===== src/rtl/rail_en_supervisor_pkg.sv =====
// Shared types for the rail enable supervisor.
package rail_en_supervisor_pkg;
    // Controller mode: all gates held off, gates tracking flags, or ordered turn-off.
    typedef enum logic [1:0] {
        MODE_OFF  = 2'd0,
        MODE_RUN  = 2'd1,
        MODE_SHUT = 2'd2
    } rs_mode_e;
endpackage


===== src/rtl/rs_off_sequencer.sv =====
// Mode controller and turn-off stepper.
// Leaves OFF when enable is high, leaves RUN when enable falls, and in SHUT
// walks channels from NCH-1 down to 0. It issues a one-cycle drop pulse for
// each channel once that channel's tick delay has elapsed.
// Assumes: ms_tick_i is a single-cycle pulse; delays are stable during shutdown.
module rs_off_sequencer
    import rail_en_supervisor_pkg::*;
#(
    parameter int NCH  = 4,
    parameter int DLYW = 16
) (
    input  logic                clk,
    input  logic                rst_n,
    input  logic                en_i,
    input  logic                ms_tick_i,
    input  logic [NCH*DLYW-1:0] off_dly_i,
    output rs_mode_e            mode_o,
    output logic [NCH-1:0]      drop_o
);
    localparam int STW = (NCH > 1) ? $clog2(NCH) : 1;

    rs_mode_e         mode_q;
    logic [STW-1:0]   step_q;
    logic [DLYW-1:0]  cnt_q;
    logic [DLYW-1:0]  dly_sel;
    logic             step_done;

    // Select the delay of the channel being turned off.
    always_comb begin
        dly_sel   = off_dly_i[step_q*DLYW +: DLYW];
        step_done = (mode_q == MODE_SHUT) && (cnt_q == dly_sel);
    end

    // Mode, current step and tick counter.
    always_ff @(posedge clk) begin
        if (!rst_n) begin
            mode_q <= MODE_OFF;
            step_q <= '0;
            cnt_q  <= '0;
        end else begin
            case (mode_q)
                MODE_OFF: begin
                    if (en_i) mode_q <= MODE_RUN;
                end
                MODE_RUN: begin
                    if (!en_i) begin
                        mode_q <= MODE_SHUT;
                        step_q <= STW'(NCH - 1);
                        cnt_q  <= '0;
                    end
                end
                MODE_SHUT: begin
                    if (step_done) begin
                        cnt_q <= '0;
                        if (step_q == '0) mode_q <= MODE_OFF;
                        else              step_q <= step_q - STW'(1);
                    end else if (ms_tick_i) begin
                        cnt_q <= cnt_q + DLYW'(1);
                    end
                end
                default: mode_q <= MODE_OFF;
            endcase
        end
    end

    // One-hot drop request for the channel whose step completes.
    always_comb begin
        drop_o = '0;
        if (step_done) drop_o[step_q] = 1'b1;
    end

    assign mode_o = mode_q;
endmodule


===== src/rtl/rs_gate_lane.sv =====
// One channel's gate-enable register.
// RUN: follows the channel's undervoltage-good flag. SHUT: can only fall,
// on its drop pulse or on a lost flag. OFF: held low.
// Assumes: uv_ok_i is already synchronized to clk.
module rs_gate_lane
    import rail_en_supervisor_pkg::*;
(
    input  logic     clk,
    input  logic     rst_n,
    input  rs_mode_e mode_i,
    input  logic     uv_ok_i,
    input  logic     drop_i,
    output logic     gate_o
);
    logic gate_q;

    // Gate state per mode.
    always_ff @(posedge clk) begin
        if (!rst_n) begin
            gate_q <= 1'b0;
        end else begin
            case (mode_i)
                MODE_RUN:  gate_q <= uv_ok_i;
                MODE_SHUT: gate_q <= gate_q & uv_ok_i & ~drop_i;
                default:   gate_q <= 1'b0;
            endcase
        end
    end

    assign gate_o = gate_q;
endmodule


===== src/rtl/rs_hold_timer.sv =====
// Rail-good hold timer.
// Counts tick pulses while every channel is good and fully on in RUN with
// enable high. It releases the active-low reset once HOLD_MS ticks are counted.
// Any break clears the count and pulls the reset low on the same edge.
// Assumes: ms_tick_i is a single-cycle pulse.
module rs_hold_timer
    import rail_en_supervisor_pkg::*;
#(
    parameter int NCH     = 4,
    parameter int HOLD_MS = 150
) (
    input  logic           clk,
    input  logic           rst_n,
    input  rs_mode_e       mode_i,
    input  logic           en_i,
    input  logic [NCH-1:0] uv_ok_i,
    input  logic [NCH-1:0] full_on_i,
    input  logic           ms_tick_i,
    output logic           rst_n_o
);
    localparam int HW = $clog2(HOLD_MS + 1);

    logic [HW-1:0] cnt_q;
    logic          healthy;
    logic          rst_q;

    // All conditions for counting toward release.
    always_comb healthy = (mode_i == MODE_RUN) && en_i && (&uv_ok_i) && (&full_on_i);

    // Saturating tick count and registered reset output.
    always_ff @(posedge clk) begin
        if (!rst_n) begin
            cnt_q <= '0;
            rst_q <= 1'b0;
        end else begin
            if (!healthy)                                cnt_q <= '0;
            else if (ms_tick_i && cnt_q != HW'(HOLD_MS)) cnt_q <= cnt_q + HW'(1);
            rst_q <= healthy && (cnt_q == HW'(HOLD_MS));
        end
    end

    assign rst_n_o = rst_q;
endmodule


===== src/rtl/rail_en_supervisor.sv =====
// Four-channel rail enable supervisor, top level.
// Each gate follows its own flag while enabled. A hold timer gates the
// active-low reset, and a stepper runs the reverse-order turn-off.
// Assumes: all inputs synchronous to clk; ms_tick_i single-cycle.
module rail_en_supervisor
    import rail_en_supervisor_pkg::*;
#(
    parameter int NCH     = 4,
    parameter int DLYW    = 16,
    parameter int HOLD_MS = 150
) (
    input  logic                clk,
    input  logic                rst_n,
    input  logic                en_i,
    input  logic [NCH-1:0]      uv_ok_i,
    input  logic [NCH-1:0]      full_on_i,
    input  logic                ms_tick_i,
    input  logic [NCH*DLYW-1:0] off_dly_i,
    output logic [NCH-1:0]      gate_en_o,
    output logic                rst_n_o
);
    rs_mode_e       mode_w;
    logic [NCH-1:0] drop_w;

    rs_off_sequencer #(.NCH(NCH), .DLYW(DLYW)) u_seq (
        .clk       (clk),
        .rst_n     (rst_n),
        .en_i      (en_i),
        .ms_tick_i (ms_tick_i),
        .off_dly_i (off_dly_i),
        .mode_o    (mode_w),
        .drop_o    (drop_w)
    );

    for (genvar i = 0; i < NCH; i++) begin : g_lane
        rs_gate_lane u_lane (
            .clk     (clk),
            .rst_n   (rst_n),
            .mode_i  (mode_w),
            .uv_ok_i (uv_ok_i[i]),
            .drop_i  (drop_w[i]),
            .gate_o  (gate_en_o[i])
        );
    end

    rs_hold_timer #(.NCH(NCH), .HOLD_MS(HOLD_MS)) u_hold (
        .clk       (clk),
        .rst_n     (rst_n),
        .mode_i    (mode_w),
        .en_i      (en_i),
        .uv_ok_i   (uv_ok_i),
        .full_on_i (full_on_i),
        .ms_tick_i (ms_tick_i),
        .rst_n_o   (rst_n_o)
    );
endmodule


===== config.mk =====
export PLATFORM = sky130hd
export DESIGN_NAME = rail_en_supervisor
export DESIGN_NICKNAME = d
export VERILOG_FILES = /design/src/rtl/rail_en_supervisor_pkg.sv /design/src/rtl/rs_off_sequencer.sv /design/src/rtl/rs_gate_lane.sv /design/src/rtl/rs_hold_timer.sv /design/src/rtl/rail_en_supervisor.sv
export SDC_FILE = /design/constraint.sdc
export NUM_CORES = 1
export LEC_CHECK = 0
export BUFFER_PORTS_ARGS = -buffer_cell sky130_fd_sc_hd__buf_2
export CAP_MARGIN = 20
export CORE_MARGIN = 1
export CORE_UTILIZATION = 51
export DETAILED_ROUTE_END_ITERATION = 8
export PLACE_DENSITY = 0.8
export SLEW_MARGIN = 20
export SYNTH_ARGS = -nofsm -noshare
export SYNTH_HDL_FRONTEND = slang
export SYNTH_SLANG_ARGS = --single-unit

===== constraint.sdc =====
create_clock -name clk -period 3.6 [get_ports clk]
set_input_delay 0.72 -clock clk [delete_from_list [all_inputs] [get_ports clk]]
set_output_delay 0.72 -clock clk [all_outputs]
set_load 0.05 [all_outputs]

==> results of run 1 <==
==> cell families (layout without fill, tap and decap cells) <==
| logic type | count (synthesis) | after routing | synth area share |
|---|---|---|---|
| buffers and inverters | 34 | 103 | 0.07068 |
| flip-flops | 33 | 33 | 0.2628 |
| AND/OR/NAND/NOR | 113 | 113 | 0.2334 |
| multiplexers | 18 | 18 | 0.1513 |
| XOR/XNOR | 23 | 23 | 0.08313 |
| AO/OA/AOI/OAI | 50 | 50 | 0.1439 |
| adder cells (fa/ha/maj) | 11 | 11 | 0.05475 |
==> critical path, delay by kind of cell, from the launching register on <==
| family | cells | cell delay, ns |
|---|---|---|
| xor+xnor | 1 | 0.19 |
| compound gates | 1 | 0.42 |
| simple gates | 2 | 0.45 |
| mux | 2 | 0.54 |
| buf+inv | 2 | 0.50 |
| flops | 1 | 0.56 |
==> metal layers <==
layer / share of wire / global-route usage / routed length (um)
met5: 0 / 0 / 0
met4: 0.014 / 0.06754 / 83
met3: 0.073 / 0.06111 / 443
met2: 0.46 / 0.3738 / 2808
met1: 0.45 / 0.3469 / 2738
==> cell type report <==
class                      instances  area, um2  area share
inverter                           9      33.78     0.01130
clock buffer                       8      80.08     0.02678
sequential                        33      660.6      0.2209
timing repair buffer              86      445.4      0.1490
tap                               67      83.83     0.02803
multi-input combinational        215       1687      0.5640
==> flip-flops by register name, indices dropped and copies added, names as in the netlist <==
signal / cells
u_seq.mode_o: 2
u_seq.step_q: 2
g_lane.u_lane.gate_o: 4
u_hold.rst_n_o: 1
u_hold.cnt_q: 8
u_seq.cnt_q: 16
==> where the power goes <==
part / internal (uW) / total, uW / leakage, uW / switching (uW)
logic: 283 / 610 / 0.000836 / 327
registers: 385 / 407 / 0.000267 / 22.4
clock network: 137 / 266 / 0.0000395 / 128
==> path summary, 6_finish.rpt <==
| path | from | to | slack [ns] | depth (start not counted) |
|---|---|---|---|---|
| max | u_seq.step_q[1] | u_seq.mode_o[1] | 0.85 | 8 |
| min reg2reg | u_seq.mode_o[0] | u_seq.mode_o[0] | 0.49 | 2 |
| min | u_seq.mode_o[0] | u_seq.mode_o[0] | 0.49 | 2 |
| max reg2reg | u_seq.step_q[1] | u_seq.mode_o[1] | 0.85 | 8 |
==> per-stage QoR <==
stage,hold slack [ns],utilization,cells,total power (uW),worst slack (ns)
floorplan,0.4515,-,282,893.3,1.083
global placement,0.4682,0.6162,410,1013,0.7016
detailed placement,0.4729,0.6162,410,1023,0.7425
CTS,0.4900,0.6331,418,1292,0.8212
global route,0.5349,0.6331,418,1374,0.6688
finish,0.4863,0.6331,418,1283,0.8512
==> placed cells by master, fill, tap and decap left out, types with 8 or more instances in the layout <==
master	n
dfxtp_1	33
nand4_1	13
xnor2_1	16
nor2_1	12
mux4_2	16
o21ai_0	14
ha_1	11
buf_2	80
nor4_1	9
o21a_1	10
nand3_1	8
inv_1	9
nand2_1	41
==> key figures, run 1 <==
Worst setup path
  – Crit path capture type: flop
  – Crit path max fanout: 11
  – Critical Path Start Type: flop
  – Worst EP arrival: 2.95 ns
  – Worst setup path category: flop to flop
  – Slowest cell on the critical path: dfxtp_1
  – CP cell instances: buf_4, mux4_2, xnor2_1, nand4_1, o41ai_4, buf_4, and3_1, mux2i_1
  – Critical Path RT: 3.80 ns
  – Largest stage delay, worst path: 0.56 ns
  – Most common cell on crit path: buf_4

STA
  – Pins Over Slew Limit: 0
  – Final Setup Violations: 0
  – Setup tns final: 0 ns
  – Fin crit share: 0.7635
  – Post-Route Skew: 0.003761 ns
  – Worst-margin pin slew: 0.7830 ns
  – Relative slew slack: 0.4745
  – Tmin final: 2.749 ns
  – Final hold vios: 0
  – RSZ-0062 raised after global routing: no
  – Fmax: 0.3638 GHz

CTS
  – Clock slew at reported path FFs: 0.06 ns
  – Setup repair bufs after CTS: 0
  – Clk sink count: 33
  – Hold_buf cts: 0
  – H-tree depth: 2
  – Post-cts resize count: 0
  – Max Root-Sink Buffers: 2
  – CTS Buf Count: 5
  – Root buffer cell: clkbuf_8
  – CTS tree: built
  – Clock latency on the worst-skew pair: 0.28 ns

Floorplan
  – Die area: 5214 um2
  – Starting density of the core: 0.5322
  – Boundary Pins: 81
  – Die width: 72.21 um
  – CORE AREA: 4723 um2
  – Die Y: 72.21 um
  – Row count: 25

Detailed routing
  – Initial DRC Count: 189
  – DR vias: 2,395
  – Vias/cell: 5.730
  – Drt first pass iters: 4
  – Total Routed Length: 6.074 mm
  – DRC viols: 0
  – WL/cell: 14.53 um
  – Routed Antenna Nets: 0

Placed design
  – Routability cong.: 0.8324
  – Post-DP HPWL: 4.855 mm
  – Placed Area: 2910 um2
  – IO Port Bufs: 80

Synthesis
  – Sequential area share after synthesis: 0.2628
  – Count of different cell masters after synthesis: 45
  – Synth area leader: dfxtp_1
  – Leading post-synthesis cells by cell area: dfxtp_1 (26%), mux4_2 (14%), nand2_1 (6.1%), xnor2_1 (5.6%), ha_1 (5.5%)
  – Most common cell in the synthesized netlist: nand2_1
  – Synth Area per Inst: 8.914 um2
  – Post-synth top cells: nand2_1 (41), dfxtp_1 (33), mux4_2 (16), xnor2_1 (16), o21ai_0 (14)
  – Post-synth EDFFs: 0
  – Post-synth ARST share: 0
  – Flops & latches, synth: 33
  – Synthesized area: 2514 um2
  – Number of synthesis warnings: 0
  – Syn Nets: 369
  – Synth Instances: 282
  – Most used DFF post-synth: dfxtp_1
  – Post-synth top area share: 0.2628

Flow run
  – Max Cap Violations: 0

Status
  – Status: finished, final reports clean

Final layout
  – # diodes: 0
  – Layout cell share with drive strength beyond 1: 0.3191
  – Area Overhead vs Synth: 18.96%
  – Cell area after layout: 2990 um2
  – Nets: 437
  – Fill cells: 405

Worst hold path
  – Hold Crit Class: flop to flop

Pwr
  – Pwr dens: 429.0 nW/um2
  – Leak: 0.001142 uW
  – Worst vdd ir: 0.0003083 V

GRT
  – GRT Residual Overflow: 0
  – Initial antenna violation count: 0
  – First-pass GRT wire length: 9.949 mm
  – Vias in the first global route: 2,158
  – Tot GR Track Use: 0.2453
  – Largest net degree at the start of global routing: 30
Note: power is estimated with default switching activity, not from simulation.
==> run 2, diff against run 1 <==
==> constraint.sdc (replaced) <==
create_clock -name clk -period 2.55 [get_ports clk]
set_input_delay 0.51 -clock clk [delete_from_list [all_inputs] [get_ports clk]]
set_output_delay 0.51 -clock clk [all_outputs]
set_load 0.05 [all_outputs]
==> key figures, run 2 (synthesis results as in run 1) <==
Pwr
  – Worst vdd ir: 0.0005400 V
  – Leak: 0.001279 uW
  – Pwr dens: 656.8 nW/um2

CTS
  – Clock latency on the worst-skew pair: 0.30 ns
  – Clock slew at reported path FFs: 0.08 ns
  – Clk sink count: 33
  – Max Root-Sink Buffers: 2
  – CTS Buf Count: 5
  – Hold_buf cts: 0
  – Root buffer cell: clkbuf_8
  – CTS tree: built
  – H-tree depth: 2

STA
  – Fmax: 0.4014 GHz
  – Final hold vios: 0
  – Hold_ws: 0.4544 ns
  – Pins Over Slew Limit: 0
  – Fin crit share: 0.9771
  – Tmin final: 2.491 ns
  – Final Setup Violations: 0
  – Post-Route Skew: 0.009179 ns
  – RSZ-0062 raised after global routing: yes
  – Relative slew slack: 0.5329
  – Worst-margin pin slew: 0.6960 ns

Detailed routing
  – Initial DRC Count: 278
  – Vias/cell: 5.762
  – Total Routed Length: 6.896 mm
  – DR vias: 2,489
  – WL/cell: 15.96 um
  – DRC viols: 0
  – Routed Antenna Nets: 0
  – Drt first pass iters: 4

Worst setup path
  – Worst EP arrival: 2.73 ns
  – Critical Path Start Type: flop
  – Worst Setup EP: u_seq.mode_o[0]
  – FF-to-FF Start: u_seq.step_q[0]
  – Origin of the worst setup path: u_seq.step_q[0]
  – Critical Path RT: 2.79 ns
  – Reg-to-reg endpoint: u_seq.mode_o[0]
  – Crit path capture type: flop
  – Slowest cell on the critical path: mux4_2
  – CP cell instances: clkbuf_16, mux4_2, xnor2_2, nand4_2, o41ai_4, buf_4, and3_4, mux2i_1
  – Worst setup path category: flop to flop
  – Crit path max fanout: 8
  – R2R Setup Slk: 0.06 ns
  – Largest stage delay, worst path: 0.52 ns
  – R2r worst-path depth: 8

Final layout
  – Area Overhead vs Synth: 28.87%
  – # diodes: 0
  – Largest register by flop count: u_seq.cnt_q
  – Number of flip-flops in the largest register: 16
  – Layout cell share with drive strength beyond 1: 0.3808
  – Cell area after layout: 3239 um2
  – Most common cell after layout, fill and taps aside: buf_2
  – Fill cells: 368
  – Post-Layout Cell Count: 432
  – Commonest non-fill, non-tap cells in the layout: buf_2 (80), nand2_1 (41), dfxtp_1 (32)
  – Nets: 451

GRT
  – Tot GR Track Use: 0.2646
  – Vias in the first global route: 2,322
  – Initial antenna violation count: 0
  – First-pass GRT wire length: 10.62 mm
  – GRT Residual Overflow: 0
  – Largest net degree at the start of global routing: 29

Floorplan
  – Row count: 25
  – Die area: 5214 um2
  – CORE AREA: 4723 um2
  – Starting density of the core: 0.5322
  – Die Y: 72.21 um
  – Boundary Pins: 81
  – Die width: 72.21 um

Placed design
  – Post-DP HPWL: 5.073 mm
  – Routability cong.: 0.8355
  – IO Port Bufs: 80
  – Placed Area: 2998 um2
  – Placed cell count: 420

Worst hold path
  – HP Start: uv_ok_i[2]
  – Hold Crit Class: primary input to flop

Flow run
  – Max Cap Violations: 0

Status
  – Status: finished, final reports clean
-- run 2: cell count changes in the layout (fill, tap and decap cells not counted), moves of 2 or more --
cell and change:
a21boi_1 +2, o21ai_1 +5, a21boi_0 -2, xnor2_2 +5
xnor2_1 -5, buf_4 +10, o21ai_0 -5, clkbuf_1 -3
-- run 2: critical path, delay by kind of cell, from the launching register on --
kind,cells,cell delay (ns)
flops,1,0.40
compound gates,1,0.39
simple gates,2,0.37
buf+inv,2,0.38
mux,2,0.69
xor+xnor,1,0.19
-- run 2: report_power, final --
| part | switching [uW] | internal [uW] | leakage (uW) |
|---|---|---|---|
| Clock | 221 | 292 | 0.0000543 |
| Combinational | 525 | 515 | 0.000957 |
| Sequential | 28.5 | 545 | 0.000267 |
| Total | 775 | 1350 | 0.00128 |
-- run 2: metrics by stage --
step                      setup TNS, ns  setup WS, ns  utilization  total power (uW)
after floorplan                       0       0.05971            -              1261
after global placement         -0.01714      -0.01714       0.6347              1473
after detailed placement        -0.2465      -0.03213       0.6347              1494
after CTS                      -0.08022      -0.02177       0.6591              2004
after global routing            -0.4090      -0.06223       0.6858              2238
final                                 0       0.05852       0.6858              2128
-- run 2: how the worst min path moves through the flow --
stage                                         end  depth (start not counted)
after floorplan                   u_seq.mode_o[1]                          2
after global placement            u_seq.mode_o[1]                          2
after detailed placement          u_seq.mode_o[1]                          2
after CTS                 g_lane[2].u_lane.gate_o                          2
after global routing      g_lane[2].u_lane.gate_o                          2
final                     g_lane[2].u_lane.gate_o                          2
-- run 2: repair_timing --
item,4_1_cts,5_1_grt
gates resized for setup,0,22
pin swaps,1,8
endpoints found under the setup margin,8,23
buffers inserted,0,3
gates cloned,0,1
-- run 2: area by class of cell --
type / count / area, um2 / area share
Sequential cell: 33 / 664.4 / 0.2051
Inverter: 9 / 33.78 / 0.01043
Multi-Input combinational cell: 215 / 1750 / 0.5404
Tap cell: 67 / 83.83 / 0.02588
Timing Repair Buffer: 100 / 591.8 / 0.1827
Clock buffer: 5 / 68.82 / 0.02124
Clock inverter: 3 / 46.29 / 0.01429
-- run 2: metal layers --
metal  track usage  up-vias  part of all wire
li1              -     1192                 -
met1        0.3524     1156              0.42
met2        0.4174      116              0.48
met3       0.05556       25             0.065
met4        0.1111        0             0.038
met5             0        -                 0
==> run 3, diff against run 2 <==
--- a/config.mk
+++ b/config.mk
@@ -6,7 +6,7 @@
 export NUM_CORES = 1
 export LEC_CHECK = 0
 export BUFFER_PORTS_ARGS = -buffer_cell sky130_fd_sc_hd__buf_2
-export CAP_MARGIN = 20
+export CAP_MARGIN = 10
 export CORE_MARGIN = 1
 export CORE_UTILIZATION = 51
 export DETAILED_ROUTE_END_ITERATION = 8
==> constraint.sdc (replaced) <==
create_clock -name clk -period 2.7 [get_ports clk]
set_input_delay 0.54 -clock clk [delete_from_list [all_inputs] [get_ports clk]]
set_output_delay 0.54 -clock clk [all_outputs]
set_load 0.02 [all_outputs]
==> key figures, run 3 (synthesis results as in run 1) <==
Floorplan
  – Die area: 5214 um2
  – CORE AREA: 4723 um2
  – Row count: 25
  – Die width: 72.21 um
  – Starting density of the core: 0.5322
  – Boundary Pins: 81
  – Die Y: 72.21 um

Final layout
  – Fill cells: 374
  – Cell area after layout: 3139 um2
  – Number of flip-flops in the largest register: 16
  – Layout Utilization: 0.6646
  – Area Overhead vs Synth: 24.89%
  – Largest register by flop count: u_seq.cnt_q
  – Nets: 445
  – Most common cell after layout, fill and taps aside: buf_2
  – # diodes: 0
  – Commonest non-fill, non-tap cells in the layout: buf_2 (80), nand2_1 (41), dfxtp_1 (32)
  – Layout cell share with drive strength beyond 1: 0.3510

GRT
  – Vias in the first global route: 2,293
  – Most Crowded Layer GR: met2
  – Largest net degree at the start of global routing: 29
  – Met1 Usage GRT: 0.3623
  – Grt met3 use: 0.06389
  – Met2 Usage GRT: 0.4413
  – Initial antenna violation count: 0
  – First-pass GRT wire length: 10.86 mm
  – GRT Residual Overflow: 0
  – Tot GR Track Use: 0.2703

Worst setup path
  – CP cell instances: clkbuf_16, mux4_2, xnor2_1, nand4_1, o41ai_4, buf_6, o21ai_0, a32o_1
  – Worst EP arrival: 2.82 ns
  – FF-to-FF Start: u_seq.step_q[0]
  – Slowest cell on the critical path: mux4_2
  – Critical Path RT: 2.87 ns
  – Critical Path Start Type: flop
  – Origin of the worst setup path: u_seq.step_q[0]
  – Crit path max fanout: 6
  – Worst setup path category: flop to flop
  – Crit path capture type: flop
  – Largest stage delay, worst path: 0.51 ns

CTS
  – Clk sink count: 33
  – CTS Buf Count: 5
  – CTS tree: built
  – Clock latency on the worst-skew pair: 0.29 ns
  – H-tree depth: 2
  – Clock slew at reported path FFs: 0.07 ns
  – Root buffer cell: clkbuf_8
  – Max Root-Sink Buffers: 2

Pwr
  – Worst vdd ir: 0.0003822 V
  – Pwr dens: 594.8 nW/um2
  – Net Sw Frac: 0.3743
  – Sequential Power Share: 0.291
  – Logic pwr share: 0.513
  – Leak: 0.001221 uW
  – Int Pwr: 1168 uW
  – NetSw: 699.0 uW
  – Tot Pwr: 1867 uW
  – Clock share of power: 0.196

Detailed routing
  – Initial DRC Count: 147
  – WL/cell: 16.21 um
  – DR vias: 2,464
  – Total Routed Length: 6.906 mm
  – Drt first pass iters: 4
  – DRC viols: 0
  – Routed Antenna Nets: 0
  – Vias/cell: 5.784

Worst hold path
  – Hold Crit Class: flop to flop
  – HP Start: u_seq.mode_o[0]

Placed design
  – Routability cong.: 0.8843
  – IO Port Bufs: 80
  – Placed Area: 2980 um2
  – Post-DP HPWL: 5.176 mm

STA
  – Pins Over Slew Limit: 0
  – Tmin final: 2.650 ns
  – Fmax: 0.3773 GHz
  – Post-Route Skew: 0.006830 ns
  – Final hold vios: 0
  – Relative slew slack: 0.6726
  – Fin crit share: 0.9816
  – Final Setup Violations: 0
  – Worst-margin pin slew: 0.4866 ns
  – Hold_ws: 0.4811 ns

Flow run
  – Max Cap Violations: 0

Status
  – Status: finished, final reports clean
==> run 3: cell count changes in the layout (fill, tap and decap cells not counted), moves of 3 or more <==
cell     previous run  this run
o21ai_0             9        14
buf_4              16         8
xnor2_1            11        14
o21ai_1             6         1
xnor2_2             6         3
==> run 3: worst max-delay path, delay by kind of cell (launching register included) <==
kind | cells | cell delay (ns)
AND/OR/NAND/NOR | 1 | 0.26
multiplexers | 1 | 0.51
flip-flops | 1 | 0.40
buffers and inverters | 2 | 0.35
AO/OA/AOI/OAI | 3 | 0.86
XOR/XNOR | 1 | 0.15
==> run 3: what timing repair did <==
action | in CTS | in global routing
pin swaps | 0 | 4
gates cloned | 0 | 1
buffers inserted | 0 | 1
endpoints found under the setup margin | 3 | 13
hold buffers | 0 | 0
resized for setup | 1 | 6
==> run 3: power by group through the flow <==
stage | combinational [uW] | clock (uW) | sequential [uW]
finish | 958 | 366 | 544
global route | 1040 | 396 | 547
CTS | 875 | 371 | 538
detailed placement | 870 | 0 | 546
global placement | 852 | 0 | 545
floorplan | 644 | 0 | 538
==> run 3: path summary, 6_finish.rpt <==
kind	slack (ns)	to	depth (start not counted)
setup / recovery	0.05	u_seq.cnt_q[8]	8
hold reg to reg	0.48	u_seq.mode_o[0]	2
hold / removal	0.48	u_seq.mode_o[0]	2
setup reg to reg	0.05	u_seq.cnt_q[8]	8
==> run 3: final cells by class <==
class | instances | area (um2) | area share
timing repair buffer | 94 | 568.0 | 0.1809
sequential | 33 | 664.4 | 0.2116
clock buffer | 6 | 72.57 | 0.02312
tap | 67 | 83.83 | 0.02670
clock inverter | 2 | 10.01 | 0.003189
multi-input combinational | 215 | 1707 | 0.5436
inverter | 9 | 33.78 | 0.01076
==> run 3: per-stage QoR <==
step / cells / setup slack, ns / TNS [ns]
floorplan: 282 / 0.2097 / 0
global placement: 416 / 0.07838 / 0
detailed placement: 416 / -0.009517 / -0.009517
CTS: 424 / 0.06122 / 0
global route: 426 / -0.08711 / -0.1126
finish: 426 / 0.04975 / 0
==> run 3: metal layers <==
layer / part of all wire / vias to the layer above
met4: 0.016 / 0
met5: 0 / -
li1: - / 1182
met1: 0.44 / 1182
met2: 0.49 / 90
met3: 0.049 / 10
